<file path="src/rtl/supply_rst_seq.sv">
module supply_rst_seq #(
  parameter int SHORT_TICKS = 512,
  parameter int LONG_TICKS  = 2048,
  localparam int CW = $clog2(LONG_TICKS + 1)
) (
  input  logic clk,
  input  logic rst_n,
  input  logic supply_low_raw,
  input  logic wdog_req,
  input  logic tick,
  input  logic long_sel,
  input  logic ce_in_n,
  output logic rst_out_n,
  output logic rst_out,
  output logic low_line_n,
  output logic ce_out_n,
  output logic rst_done
);

  logic [1:0]    sync_q;
  logic          sup_low_s;
  logic          sup_prev_q;
  logic          hold_q;
  logic          lim_long_q;
  logic          done_q;
  logic [CW-1:0] cnt_q;
  logic [CW-1:0] lim_val;

  assign sup_low_s = sync_q[1];
  assign lim_val   = lim_long_q ? CW'(LONG_TICKS) : CW'(SHORT_TICKS);

  always_ff @(posedge clk or negedge rst_n) begin
    if (!rst_n) begin
      sync_q     <= 2'b11;
      sup_prev_q <= 1'b1;
      hold_q     <= 1'b1;
      lim_long_q <= 1'b0;
      cnt_q      <= '0;
      done_q     <= 1'b0;
    end else begin
      sync_q     <= {sync_q[0], supply_low_raw};
      sup_prev_q <= sup_low_s;
      done_q     <= 1'b0;
      if (sup_low_s) begin
        hold_q <= 1'b1;
        cnt_q  <= '0;
      end else if (sup_prev_q) begin
        lim_long_q <= long_sel;
        cnt_q      <= '0;
      end else if (!hold_q) begin
        if (wdog_req) begin
          hold_q     <= 1'b1;
          cnt_q      <= '0;
          lim_long_q <= long_sel;
        end
      end else if (tick) begin
        if (cnt_q == lim_val - CW'(1)) begin
          hold_q <= 1'b0;
          cnt_q  <= '0;
          done_q <= 1'b1;
        end else begin
          cnt_q <= cnt_q + CW'(1);
        end
      end
    end
  end

  assign rst_out_n  = ~(hold_q | sup_low_s);
  assign rst_out    = ~rst_out_n;
  assign low_line_n = ~sup_low_s;
  assign ce_out_n   = ce_in_n | sup_low_s;
  assign rst_done   = done_q;

  a_r5_complement: assert property (@(posedge clk) rst_out != rst_out_n);

  a_r1_low_forces_reset: assert property (@(posedge clk) disable iff (!rst_n)
    sup_low_s |-> !rst_out_n);

  a_r6_ce_blocked: assert property (@(posedge clk) disable iff (!rst_n)
    sup_low_s |-> ce_out_n);

  a_r9_done_single: assert property (@(posedge clk) disable iff (!rst_n)
    rst_done |=> !rst_done);

  a_r9_done_releases: assert property (@(posedge clk) disable iff (!rst_n)
    rst_done |-> rst_out_n);

  a_r8_restart_clears: assert property (@(posedge clk) disable iff (!rst_n)
    sup_low_s |=> cnt_q == '0);

  a_r3_cnt_bound: assert property (@(posedge clk) disable iff (!rst_n)
    cnt_q < lim_val);

  a_r2_wdog_starts: assert property (@(posedge clk) disable iff (!rst_n)
    (rst_out_n && !sup_prev_q && wdog_req) |=> !rst_out_n);

endmodule

</file>
<file path="config.mk">
export PLATFORM = sky130hd
export DESIGN_NAME = supply_rst_seq
export DESIGN_NICKNAME = d
export VERILOG_FILES = /design/src/rtl/supply_rst_seq.sv
export SDC_FILE = /design/constraint.sdc
export NUM_CORES = 1
export LEC_CHECK = 0
export BUFFER_PORTS_ARGS = -buffer_cell sky130_fd_sc_hd__buf_2
export CORE_MARGIN = 10
export CORE_UTILIZATION = 46
export DETAILED_ROUTE_END_ITERATION = 10
export PLACE_DENSITY = 0.66
export SYNTH_ARGS = -nofsm -noshare
export SYNTH_HDL_FRONTEND = slang
export SYNTH_SLANG_ARGS = --single-unit
</file>
<file path="constraint.sdc">
create_clock -name clk -period 3.63 [get_ports clk]
set_input_delay 0.5445 -clock clk [delete_from_list [all_inputs] [get_ports clk]]
set_output_delay 0.5445 -clock clk [all_outputs]
set_load 0.02 [all_outputs]
</file>
; ---- Word-level counts from Yosys, hierarchy flattened
; Index checks and enable logic that the tools add are counted.
[totals]
ff_bits = 18
latch_bits = 0
mem_bits_rw = 0
mem_bits_ro = 0
input_bits = 7
output_inout_bits = 5
word_cells = 41
n_memories = 0
[op_classes]
n_addsub = 2
n_mul = 0
n_div = 0
order_cmp = 0
n_eq_ne = 4
shift = 0
muxes = 21
bitwise_logic = 4
reduce_logical = 4
[op_table]
columns = cell, n
row1 = 2-to-1 mux 12 bit, 7
row2 = 2-to-1 mux 1 bit, 14
row3 = "adder 12 x 1 -> 12 bit, second input constant", 1
row4 = == test 12 bit, 1
row5 = "subtractor 12 x 1 -> 12 bit, second input constant", 1
row6 = "!= test 2 bit, second input constant", 2
row7 = "!= test 4 bit, second input constant", 1
row8 = nonzero test 4 bit, 1
row9 = AND reduction 3 bit, 1
row10 = inverter 1 bit, 2
row11 = OR 1 bit, 2
row12 = AND reduction 2 bit, 1
row13 = nonzero test 2 bit, 1

; ---- Longest topological paths before layout
; Gate-level depths: netlist (run 1).
[logic_depth]
depth_word = 8
depth_mapped = 5
depth_no_buf = 5

; ---- Worst setup path before layout (run 1)
; OpenSTA, ideal clock, no wires.
[synth_timing]
kind = register to register
start = register cnt_q[10]
end = register cnt_q[3]
setup_ns = 0.127
arrival_time_ns = 1.540
required_ns = 3.503
path_slack_ns = 1.963
path_stages_with_launch = 5
cell_sequence = dfrtp_1 -> or3_1 -> a2111o_1 -> a31oi_4 -> nor2_1
[synth_via]
elab_chain_cells = 6
[synth_lines]
columns = item, line
row1 = "start, declared", 26  ; logic [CW-1:0] cnt_q;
row2 = "start signal, assigned", 62  ; cnt_q <= cnt_q + CW'(1);
row3 = == test 12 bit, 57  ; if (cnt_q == lim_val - CW'(1)) begin
row4 = 2-to-1 mux 12 bit, 57
row5 = 2-to-1 mux 12 bit, 56  ; end else if (tick) begin
row6 = 2-to-1 mux 12 bit, 50  ; end else if (!hold_q) begin
row7 = 2-to-1 mux 12 bit, 47  ; end else if (sup_prev_q) begin
row8 = 2-to-1 mux 12 bit, 44  ; if (sup_low_s) begin
; Every way passes these cells. The select of a mux whose other input is x is not followed.
; A chain may end at the register's enable or synchronous reset.

; ---- Final worst setup path (run 1)
; Same ends and word-level chain as after synthesis.

==> results.json, run 1 <==
{
  "row_count": 16,
  "grt-ovfl-total": 0,
  "crit_path_start_kind": "flip-flop",
  "initialDrtViolationCount": 20,
  "vias": 736,
  "final_common_cell": "dfrtp_1",
  "syn-num-nets": 99,
  "cts-root-buf": "clkbuf_4",
  "max_freq_ghz": 0.544,
  "rrSetupSlack_ns": 1.79,
  "ir_drop_uv": 196,
  "cp_data_required_time_ns": 3.81,
  "route.detailed.drc": 0,
  "crit_fanout": 8,
  "antennaDiodeCount": 0,
  "max_slew.worst_pin.slew_ns": 0.446,
  "slew-limit-headroom": 0.702,
  "gp_congestion": 0.768,
  "fill_cells": 192,
  "cts_setup_buffers": 0,
  "cts.sinks": 18,
  "track_usage": 0.0964,
  "first_pass_iters": 4,
  "cts_tree": "built",
  "fp.coreArea_mm2": 0.00192,
  "report.final.slew_viol_count": 0,
  "whs_ns": 0.161,
  "cts_buffers": 3,
  "mostFrequentLayoutCells": "14 x dfrtp_1, 11 x buf_2, 10 x a21oi_1",
  "synth.distinct_cells": 29,
  "via_per_inst": 5.58,
  "r2r-end": "cnt_q[3]$_DFFE_PN0P_",
  "synth_cells": 91,
  "synth_area_leaders": "dfrtp_1 38%, dfstp_2 11%, a21oi_1 5.4%",
  "avgSynthCellArea_um2": 10.1,
  "ctsResizeCount": 0,
  "dpl.hpwl_mm": 1.36,
  "power_density_mw_per_mm2": 346,
  "arrival_ns": 2.02,
  "status": "finished, final reports clean",
  "ys_seq_area_frac": 0.496,
  "ios": 12,
  "grt_pass1_wl_mm": 3.29,
  "hold_buffers": 0,
  "fp.dieW_um": 64.7,
  "cap_violations": 0,
  "layout_min_cycle_time_ns": 1.84,
  "htree_levels": 1,
  "fin_crit_sh": 0.507,
  "multi_input_area_um2": 429,
  "p_leak_nw": 0.415,
  "clk_pin_slew_worst_paths_ns": 0.11,
  "finalSetupViolCount": 0,
  "path_cells": "or3_1 -> a2111o_1 -> a31oi_4 -> nor2_1",
  "layout.nets": 114,
  "hold_path.class": "input pin to asynchronous set/reset pin",
  "die-area_mm2": 0.00418,
  "synth_top_area_frac": 0.381,
  "grt_pass1_vias": 693,
  "rr_startpoint": "cnt_q[10]$_DFFE_PN0P_",
  "placed_area_um2": 996,
  "tns_ns": 0,
  "die_y_um": 64.7,
  "drt-total-wl_mm": 1.86,
  "grt_max_degree": 19,
  "finalHoldViolCount": 0,
  "post_drt_wl_per_cell_um": 14.1,
  "end_kind": "flip-flop",
  "regArea_um2": 455,
  "max_stage_delay_ns": 0.52,
  "antenna_found_initial": 0,
  "rsz0062_at_grt": "no",
  "ant_nets": 0,
  "synth_top_area_cell": "dfrtp_1",
  "drive_gt1_frac": 0.248,
  "yosys_register_bits": 18,
  "area_delta_synth_final_pct": 12.4,
  "worst_clock_skew_ns": 0.00292,
  "worstRegToRegCells": 4,
  "yosys_warnings": 0,
  "finalInstanceArea_mm2": 0.00103,
  "cpMaxStageDelayCell": "a2111o_1",
  "portBuffers": 11,
  "clock_latency_ns": 0.29,
  "syn_area_um2": 918,
  "criticalPathCategory": "flip-flop to flip-flop",
  "initial_utilization": 0.478,
  "cts_max_path_buffers": 2
}
==> cells in the mapped netlist (all sizes together) <==
master   n
and3     1
xnor2    3
o31ai    4
or3      4
nor4     1
nand2b   1
nand2    9
nor3     2
nand3b   1
dfstp    4
ha       1
nor3b    1
dfrtp   14
or2      2
buf      1
nor2     3
and4     1
or4      4
mux2     1
nand4    3
a31oi    1
a21oi   10
inv      6
o21ai    6
a311oi   1
a31o     1
a2111o   1
nand3    4
==> logic make-up (layout without fill, tap and decap cells) <==
logic type                 Yosys count  count (layout)  synth area share
and+or+nand+nor                     37              37             0.238
AOI/OAI and AO/OA                   24              24             0.174
DFF                                 18              18             0.496
buffers and inverters                7              21            0.0368
xor gates and xnor gates             3               3            0.0286
adders and majority gates            1               1            0.0136
muxes                                1               1            0.0123
==> where the power goes <==
group	switching, mW	internal, mW
Sequential	0.00382	0.206
Clock	0.0627	0.0610
Combinational	0.0150	0.00879
Total	0.0816	0.276
==> worst max-delay path by stage <==
stage,slack (ns),startpoint,end,cells after the start
6_report,1.79,cnt_q[10]$_DFFE_PN0P_,cnt_q[3]$_DFFE_PN0P_,4
2_1_floorplan,1.96,cnt_q[10]$_DFFE_PN0P_,cnt_q[3]$_DFFE_PN0P_,4
3_5_place_dp,1.80,cnt_q[10]$_DFFE_PN0P_,cnt_q[3]$_DFFE_PN0P_,4
5_1_grt,1.68,cnt_q[10]$_DFFE_PN0P_,cnt_q[4]$_DFFE_PN0P_,4
4_1_cts,1.79,cnt_q[10]$_DFFE_PN0P_,cnt_q[3]$_DFFE_PN0P_,4
3_3_place_gp,1.82,cnt_q[10]$_DFFE_PN0P_,cnt_q[3]$_DFFE_PN0P_,4
==> flip-flops by register name, summed over array words and instances (netlist names) <==
register	count
sup_prev_q	1
hold_q	1
cnt_q	12
rst_done	1
lim_long_q	1
sync_q	2
==> metal layers <==
metal  global-route usage  wire [um]  vias to the layer above
li1                     -          -                      367
met1                0.118        871                      361
met2                0.155        922                        6
met3               0.0275         50                        2
met4               0.0401         16                        0
met5                    0          0                        -
==> critical path, delay by kind of cell, from the launching register on <==
family,cells,cell delay (ns)
AOI/OAI and AO/OA,2,0.84
DFF,1,0.43
and+or+nand+nor,2,0.46
==> area by class of cell <==
type | instances | share of cell area
well taps | 27 | 0.0327
multi-input cells | 66 | 0.416
inverters | 6 | 0.0218
clock buffers | 4 | 0.0352
flip-flops and latches | 18 | 0.441
repair buffers | 11 | 0.0533
==> metrics by stage <==
stage / total power, mW / worst slack [ns] / utilization / instances
after global routing: 0.373 / 1.68 / 0.537 / 132
after CTS: 0.360 / 1.79 / 0.537 / 132
final: 0.357 / 1.79 / 0.537 / 132
after detailed placement: 0.238 / 1.80 / 0.518 / 128
after global placement: 0.237 / 1.82 / 0.518 / 128
after floorplan: 0.226 / 1.96 / - / 91
Note: power is estimated with default switching activity, not from simulation.
==> run 2: changes to the inputs <==
==> constraint.sdc (replaced) <==
create_clock -name clk -period 1.9 [get_ports clk]
set_input_delay 0.285 -clock clk [delete_from_list [all_inputs] [get_ports clk]]
set_output_delay 0.285 -clock clk [all_outputs]
set_load 0.02 [all_outputs]
==> run 2 against run 1 <==
Die area is the same. Non-clock buffer count rose by 2. Wire length decreased by 0.27%. Critical path depth did not move. Maximum frequency up 2.5%. Via count is 2.2% higher. Highest routed layer unchanged.
==> results.json, run 2 (synthesis results as in run 1) <==
{
  "largest_reg_flops": 12,
  "die-area_mm2": 0.00418,
  "htree_levels": 1,
  "worst_clock_skew_ns": 0.00358,
  "finalHoldViolCount": 0,
  "cts_max_path_buffers": 2,
  "grt_pass1_vias": 672,
  "power_density_mw_per_mm2": 651,
  "track_usage": 0.0901,
  "die_y_um": 64.7,
  "whs_ns": 0.0853,
  "wl_met3_um": 80,
  "fill_cells": 184,
  "max_stage_delay_ns": 0.49,
  "status": "finished, final reports clean",
  "cts_tree": "built",
  "drt-met1-wl_um": 840,
  "hold_path.class": "input pin to flip-flop",
  "cpMaxStageDelayCell": "a2111o_1",
  "fin_ws_ns": 0.106,
  "finalSetupViolCount": 0,
  "grt-ovfl-total": 0,
  "rrSetupSlack_ns": 0.11,
  "grt_max_degree": 19,
  "grt_pass1_wl_mm": 3.02,
  "crit_path_start_kind": "flip-flop",
  "cts.sinks": 18,
  "rsz0062_at_grt": "no",
  "fp.coreArea_mm2": 0.00192,
  "antenna_found_initial": 0,
  "arrival_ns": 1.97,
  "regArea_um2": 455,
  "route.detailed.drc": 0,
  "criticalPathCategory": "flip-flop to flip-flop",
  "r2r-end": "cnt_q[3]$_DFFE_PN0P_",
  "ios": 12,
  "gp_congestion": 0.808,
  "first_pass_iters": 4,
  "initialDrtViolationCount": 16,
  "mostFrequentLayoutCells": "14 x dfrtp_1, 11 x buf_2, 10 x a21oi_1",
  "layout_min_cycle_time_ns": 1.79,
  "slew-limit-headroom": 0.702,
  "crit_fanout": 8,
  "cts_buffers": 3,
  "initial_utilization": 0.478,
  "dpl.hpwl_mm": 1.38,
  "p_leak_nw": 0.424,
  "clk_pin_slew_worst_paths_ns": 0.10,
  "via_per_inst": 5.61,
  "ir_drop_uv": 313,
  "wl_met2_um": 909,
  "drt-total-wl_mm": 1.86,
  "path_cells": "or3_1 -> a2111o_1 -> a31oi_4 -> nor2_1",
  "portBuffers": 11,
  "cap_violations": 0,
  "ctsResizeCount": 0,
  "row_count": 16,
  "reg.largest.list": "cnt_q x12, sync_q x2",
  "cp_data_required_time_ns": 2.08,
  "highest_layer": "met4",
  "pre_cts_slack_ns": 0.114,
  "ant_nets": 0,
  "max_slew.worst_pin.slew_ns": 0.445,
  "clock_latency_ns": 0.29,
  "regMostFlops": "cnt_q",
  "cts-root-buf": "clkbuf_4",
  "tns_ns": 0,
  "rr_startpoint": "cnt_q[10]$_DFFE_PN0P_",
  "fp.dieW_um": 64.7,
  "vias": 752,
  "endpoint": "cnt_q[3]$_DFFE_PN0P_",
  "max_freq_ghz": 0.558,
  "post_drt_wl_per_cell_um": 13.9,
  "finish.utilization": 0.546,
  "startpoint": "cnt_q[10]$_DFFE_PN0P_",
  "report.final.slew_viol_count": 0,
  "layout.nets": 116,
  "end_kind": "flip-flop",
  "antennaDiodeCount": 0,
  "multi_input_area_um2": 429,
  "area_delta_synth_final_pct": 14.3,
  "worstRegToRegCells": 4,
  "fin_crit_sh": 0.944,
  "drive_gt1_frac": 0.252,
  "final_common_cell": "dfrtp_1"
}
-- run 2: cell types whose count changed in the layout (fill, tap and decap cells not counted) --
cell           delta
buf_4             +1
dlygate4sd3_1     +1
-- run 2: metrics by stage --
step / power, mW / cell area [um2] / cells
after floorplan: 0.432 / 918 / 91
after global placement: 0.455 / 1000 / 129
after detailed placement: 0.456 / 1000 / 129
after CTS: 0.696 / 1050 / 134
after global routing: 0.721 / 1050 / 134
final: 0.684 / 1050 / 134
-- run 2: worst min path at each step --
stage	startpoint	end	slack, ns	cells past startpoint
2_1_floorplan	rst_n	cnt_q[0]$_DFFE_PN0P_	-0.01	0
3_3_place_gp	rst_n	lim_long_q$_DFFE_PN0P_	0.23	1
3_5_place_dp	rst_n	rst_done$_DFF_PN0_	0.24	1
4_1_cts	supply_low_raw	sync_q[0]$_DFF_PN1_	0.07	1
5_1_grt	supply_low_raw	sync_q[0]$_DFF_PN1_	0.05	1
6_report	supply_low_raw	sync_q[0]$_DFF_PN1_	0.09	1
-- run 2: layout make-up --
cell class / instances / area share
flip-flops and latches: 18 / 0.434
multi-input cells: 66 / 0.409
repair buffers: 13 / 0.0691
clock buffers: 4 / 0.0346
well taps: 27 / 0.0322
inverters: 6 / 0.0215
-- run 2: what timing repair did --
item | 4_1_cts | 5_1_grt
hold buffers | 1 | 0
hold endpoints to repair | 14 | 0
endpoints found under the setup margin | 0 | 0
setup buffers | 0 | 0
-- run 2: critical path, delay by kind of cell (launching register included) --
kind | cells | cell delay (ns)
AO/OA/AOI/OAI | 2 | 0.79
flip-flops | 1 | 0.42
AND/OR/NAND/NOR | 2 | 0.47
-- run 2: power breakdown --
group          switching (mW)  internal, mW
Combinational          0.0292        0.0192
Sequential            0.00785         0.394
Clock                   0.117         0.117
-- run 2: routing by layer --
metal  vias to the layer above  track usage
met2                        21        0.140
met1                       357        0.110
met4                         0       0.0401
met5                         -            0
met3                         4       0.0309
li1                        370            -
==> run 3: changes to the inputs <==
--- a/config.mk
+++ b/config.mk
@@ -5,11 +5,12 @@
 export SDC_FILE = /design/constraint.sdc
 export NUM_CORES = 1
 export LEC_CHECK = 0
+export ABC_AREA = 1
 export BUFFER_PORTS_ARGS = -buffer_cell sky130_fd_sc_hd__buf_2
 export CORE_MARGIN = 10
 export CORE_UTILIZATION = 46
 export DETAILED_ROUTE_END_ITERATION = 10
-export PLACE_DENSITY = 0.66
+export PLACE_DENSITY = 0.65
 export SYNTH_ARGS = -nofsm -noshare
 export SYNTH_HDL_FRONTEND = slang
 export SYNTH_SLANG_ARGS = --single-unit
==> run 3 against run 2 <==
Register-to-register slack better by 0.20 ns. Worst hold slack worse by 0.0040 ns. Cell count is 39% higher. Via count is 21% higher. Total power is 3.3% lower. Sequential power hardly changed. Critical path depth is 4 higher. Setup slack better by 0.20 ns. Flip-flop and latch count stayed put. Maximum frequency is 13% higher. Global-route usage is 1.7 points higher. First-iteration DRC count is 88% higher.
==> results.json, run 3 <==
{
  "initialDrtViolationCount": 30,
  "p_switching_mw": 0.165,
  "p_leak_nw": 0.550,
  "end_kind": "flip-flop",
  "fin_crit_sh": 0.839,
  "first_pass_iters": 4,
  "clk_pin_slew_worst_paths_ns": 0.10,
  "fp.coreArea_mm2": 0.00217,
  "max_slew.worst_pin.slew_ns": 0.393,
  "finalSetupViolCount": 0,
  "report.final.slew_viol_count": 0,
  "dpl.hpwl_mm": 1.74,
  "cts.sinks": 18,
  "reg.largest.list": "cnt_q x12, sync_q x2",
  "antenna_found_initial": 0,
  "track_usage": 0.107,
  "synthTopCellsByCount": "42 x nand2_1, 26 x nor2_1, 17 x nand3_1",
  "regMostFlops": "cnt_q",
  "cp_data_required_time_ns": 2.09,
  "internal_power_mw": 0.496,
  "tns_ns": 0,
  "ys_async_sr_fraction": 1.00,
  "power_density_mw_per_mm2": 577,
  "placed_area_mm2": 0.00111,
  "fp.dieW_um": 67.5,
  "area_delta_synth_final_pct": 10.6,
  "mostFrequentLayoutCells": "42 x nand2_1, 26 x nor2_1, 17 x nand3_1",
  "ys_seq_area_frac": 0.440,
  "synth_cells": 144,
  "finalHoldViolCount": 0,
  "cap_violations": 0,
  "critPathBufInv": 0,
  "regArea_um2": 455,
  "max_freq_ghz": 0.627,
  "layout.nets": 167,
  "syn-num-nets": 152,
  "slew-limit-headroom": 0.738,
  "synth-edff-count": 0,
  "synth_top_area_frac": 0.338,
  "p_comb_frac": 0.089,
  "grt_pass1_wl_mm": 3.86,
  "crit_path_start_kind": "flip-flop",
  "layout_min_cycle_time_ns": 1.59,
  "route.detailed.drc": 0,
  "htree_levels": 1,
  "p_seq_frac": 0.607,
  "row_count": 17,
  "grt_pass1_vias": 898,
  "yosys_warnings": 0,
  "final_common_cell": "nand2_1",
  "antennaDiodeCount": 0,
  "status": "finished, final reports clean",
  "p_clk_frac": 0.304,
  "path_cells": "ha_1 -> nand2_1 -> nor2_1 -> nand2_1 -> nor2_1 -> nand2_1 -> a21oi_4 -> nor2_1",
  "drt-total-wl_mm": 2.21,
  "die-area_mm2": 0.00455,
  "power_mw": 0.661,
  "grt-ovfl-total": 0,
  "arrival_ns": 1.78,
  "synth_flop_cell": "dfrtp_1",
  "yosys_register_bits": 18,
  "p_sw_frac": 0.250,
  "initial_utilization": 0.478,
  "synth_top_area_cell": "dfrtp_1",
  "synth.distinct_cells": 23,
  "synth_most_common_cell": "nand2_1",
  "ios": 12,
  "largest_reg_flops": 12,
  "via_per_inst": 4.90,
  "finalInstanceArea_mm2": 0.00115,
  "clock_latency_ns": 0.29,
  "die_y_um": 67.5,
  "cts_buffers": 3,
  "hold_path.class": "input pin to flip-flop",
  "fill_cells": 226,
  "syn_area_mm2": 0.00104,
  "gp_congestion": 0.839,
  "ctsResizeCount": 0,
  "worst_clock_skew_ns": 0.000723,
  "vias": 911,
  "multi_input_area_um2": 500,
  "cts_tree": "built",
  "avgSynthCellArea_um2": 7.19,
  "synth_area_leaders": "dfrtp_1 34%, nand2_1 15%, dfstp_2 10%",
  "crit_fanout": 6,
  "grt_max_degree": 19,
  "criticalPathCategory": "flip-flop to flip-flop",
  "crit_family": "simple AND/OR/NAND/NOR gates",
  "cts-root-buf": "clkbuf_4",
  "ir_drop_uv": 411,
  "drive_gt1_frac": 0.165,
  "ant_nets": 0,
  "portBuffers": 11,
  "max_stage_delay_ns": 0.40,
  "post_drt_wl_per_cell_um": 11.9,
  "rsz0062_at_grt": "no",
  "cpMaxStageDelayCell": "dfrtp_1",
  "cts_max_path_buffers": 2
}
-- run 3: timing repair --
action	in CTS	in global routing
endpoints found under the hold margin	14	0
setup buffers	0	0
hold buffers	1	0
-- run 3: through the flow --
stage	hold slack (ns)	setup WS [ns]	std cells	utilization
6_report	0.0813	0.306	186	0.528
5_1_grt	0.0612	0.197	186	0.528
4_1_cts	0.0714	0.322	186	0.528
3_5_place_dp	0.242	0.344	181	0.512
3_3_place_gp	0.234	0.435	181	0.512
2_1_floorplan	-0.0106	0.543	144	-
-- run 3: kinds of logic (layout without fill, tap and decap cells) --
family / after synthesis / count (layout) / synth area share
adder cells (fa/ha/maj): 1 / 1 / 0.0121
flip-flops: 18 / 18 / 0.440
XOR/XNOR: 1 / 1 / 0.00846
buffers and inverters: 19 / 33 / 0.0773
AO/OA/AOI/OAI: 10 / 10 / 0.0664
multiplexers: 1 / 1 / 0.00966
AND/OR/NAND/NOR: 94 / 94 / 0.386
-- run 3: power groups by stage --
stage	Combinational [mW]	Sequential, mW	Clock, mW
final	0.0590	0.401	0.201
after global routing	0.0681	0.402	0.221
after global placement	0.0580	0.408	0
after floorplan	0.0366	0.406	0
after detailed placement	0.0587	0.408	0
after CTS	0.0604	0.401	0.208
-- run 3: final timing paths --
path | start | endpoint | slack (ns) | cells after the start
worst min-delay path | supply_low_raw | sync_q[0]$_DFF_PN1_ | 0.08 | 1
worst max-delay path | cnt_q[0]$_DFFE_PN0P_ | cnt_q[11]$_DFFE_PN0P_ | 0.31 | 8
worst max register to register | cnt_q[0]$_DFFE_PN0P_ | cnt_q[11]$_DFFE_PN0P_ | 0.31 | 8
min in group asynchronous | rst_n | cnt_q[4]$_DFFE_PN0P_ | 0.44 | 2
max in group asynchronous | rst_n | sync_q[0]$_DFF_PN1_ | 1.15 | 2
worst min register to register | sync_q[0]$_DFF_PN1_ | sync_q[1]$_DFF_PN1_ | 0.36 | 0
-- run 3: per-layer routing --
metal | global-route usage | part of all wire | vias to the layer above
met3 | 0.0281 | 0.048 | 2
met5 | 0 | 0 | -
met1 | 0.133 | 0.47 | 411
li1 | - | - | 480
met2 | 0.175 | 0.47 | 18
met4 | 0.0385 | 0.0077 | 0
-- run 3: area by class of cell --
class                           count  share of cell area
Inverter                           17              0.0557
Multi-Input combinational cell    107               0.437
Clock buffer                        4              0.0229
Tap cell                           28              0.0306
Sequential cell                    18               0.397
Timing Repair Buffer               12              0.0568
-- run 3: worst register-to-register path: cells and delay by family, from the launching register on --
kind,cells,cell delay [ns]
flops,1,0.40
simple gates,6,0.66
fa+ha+maj,1,0.20
compound gates,1,0.21
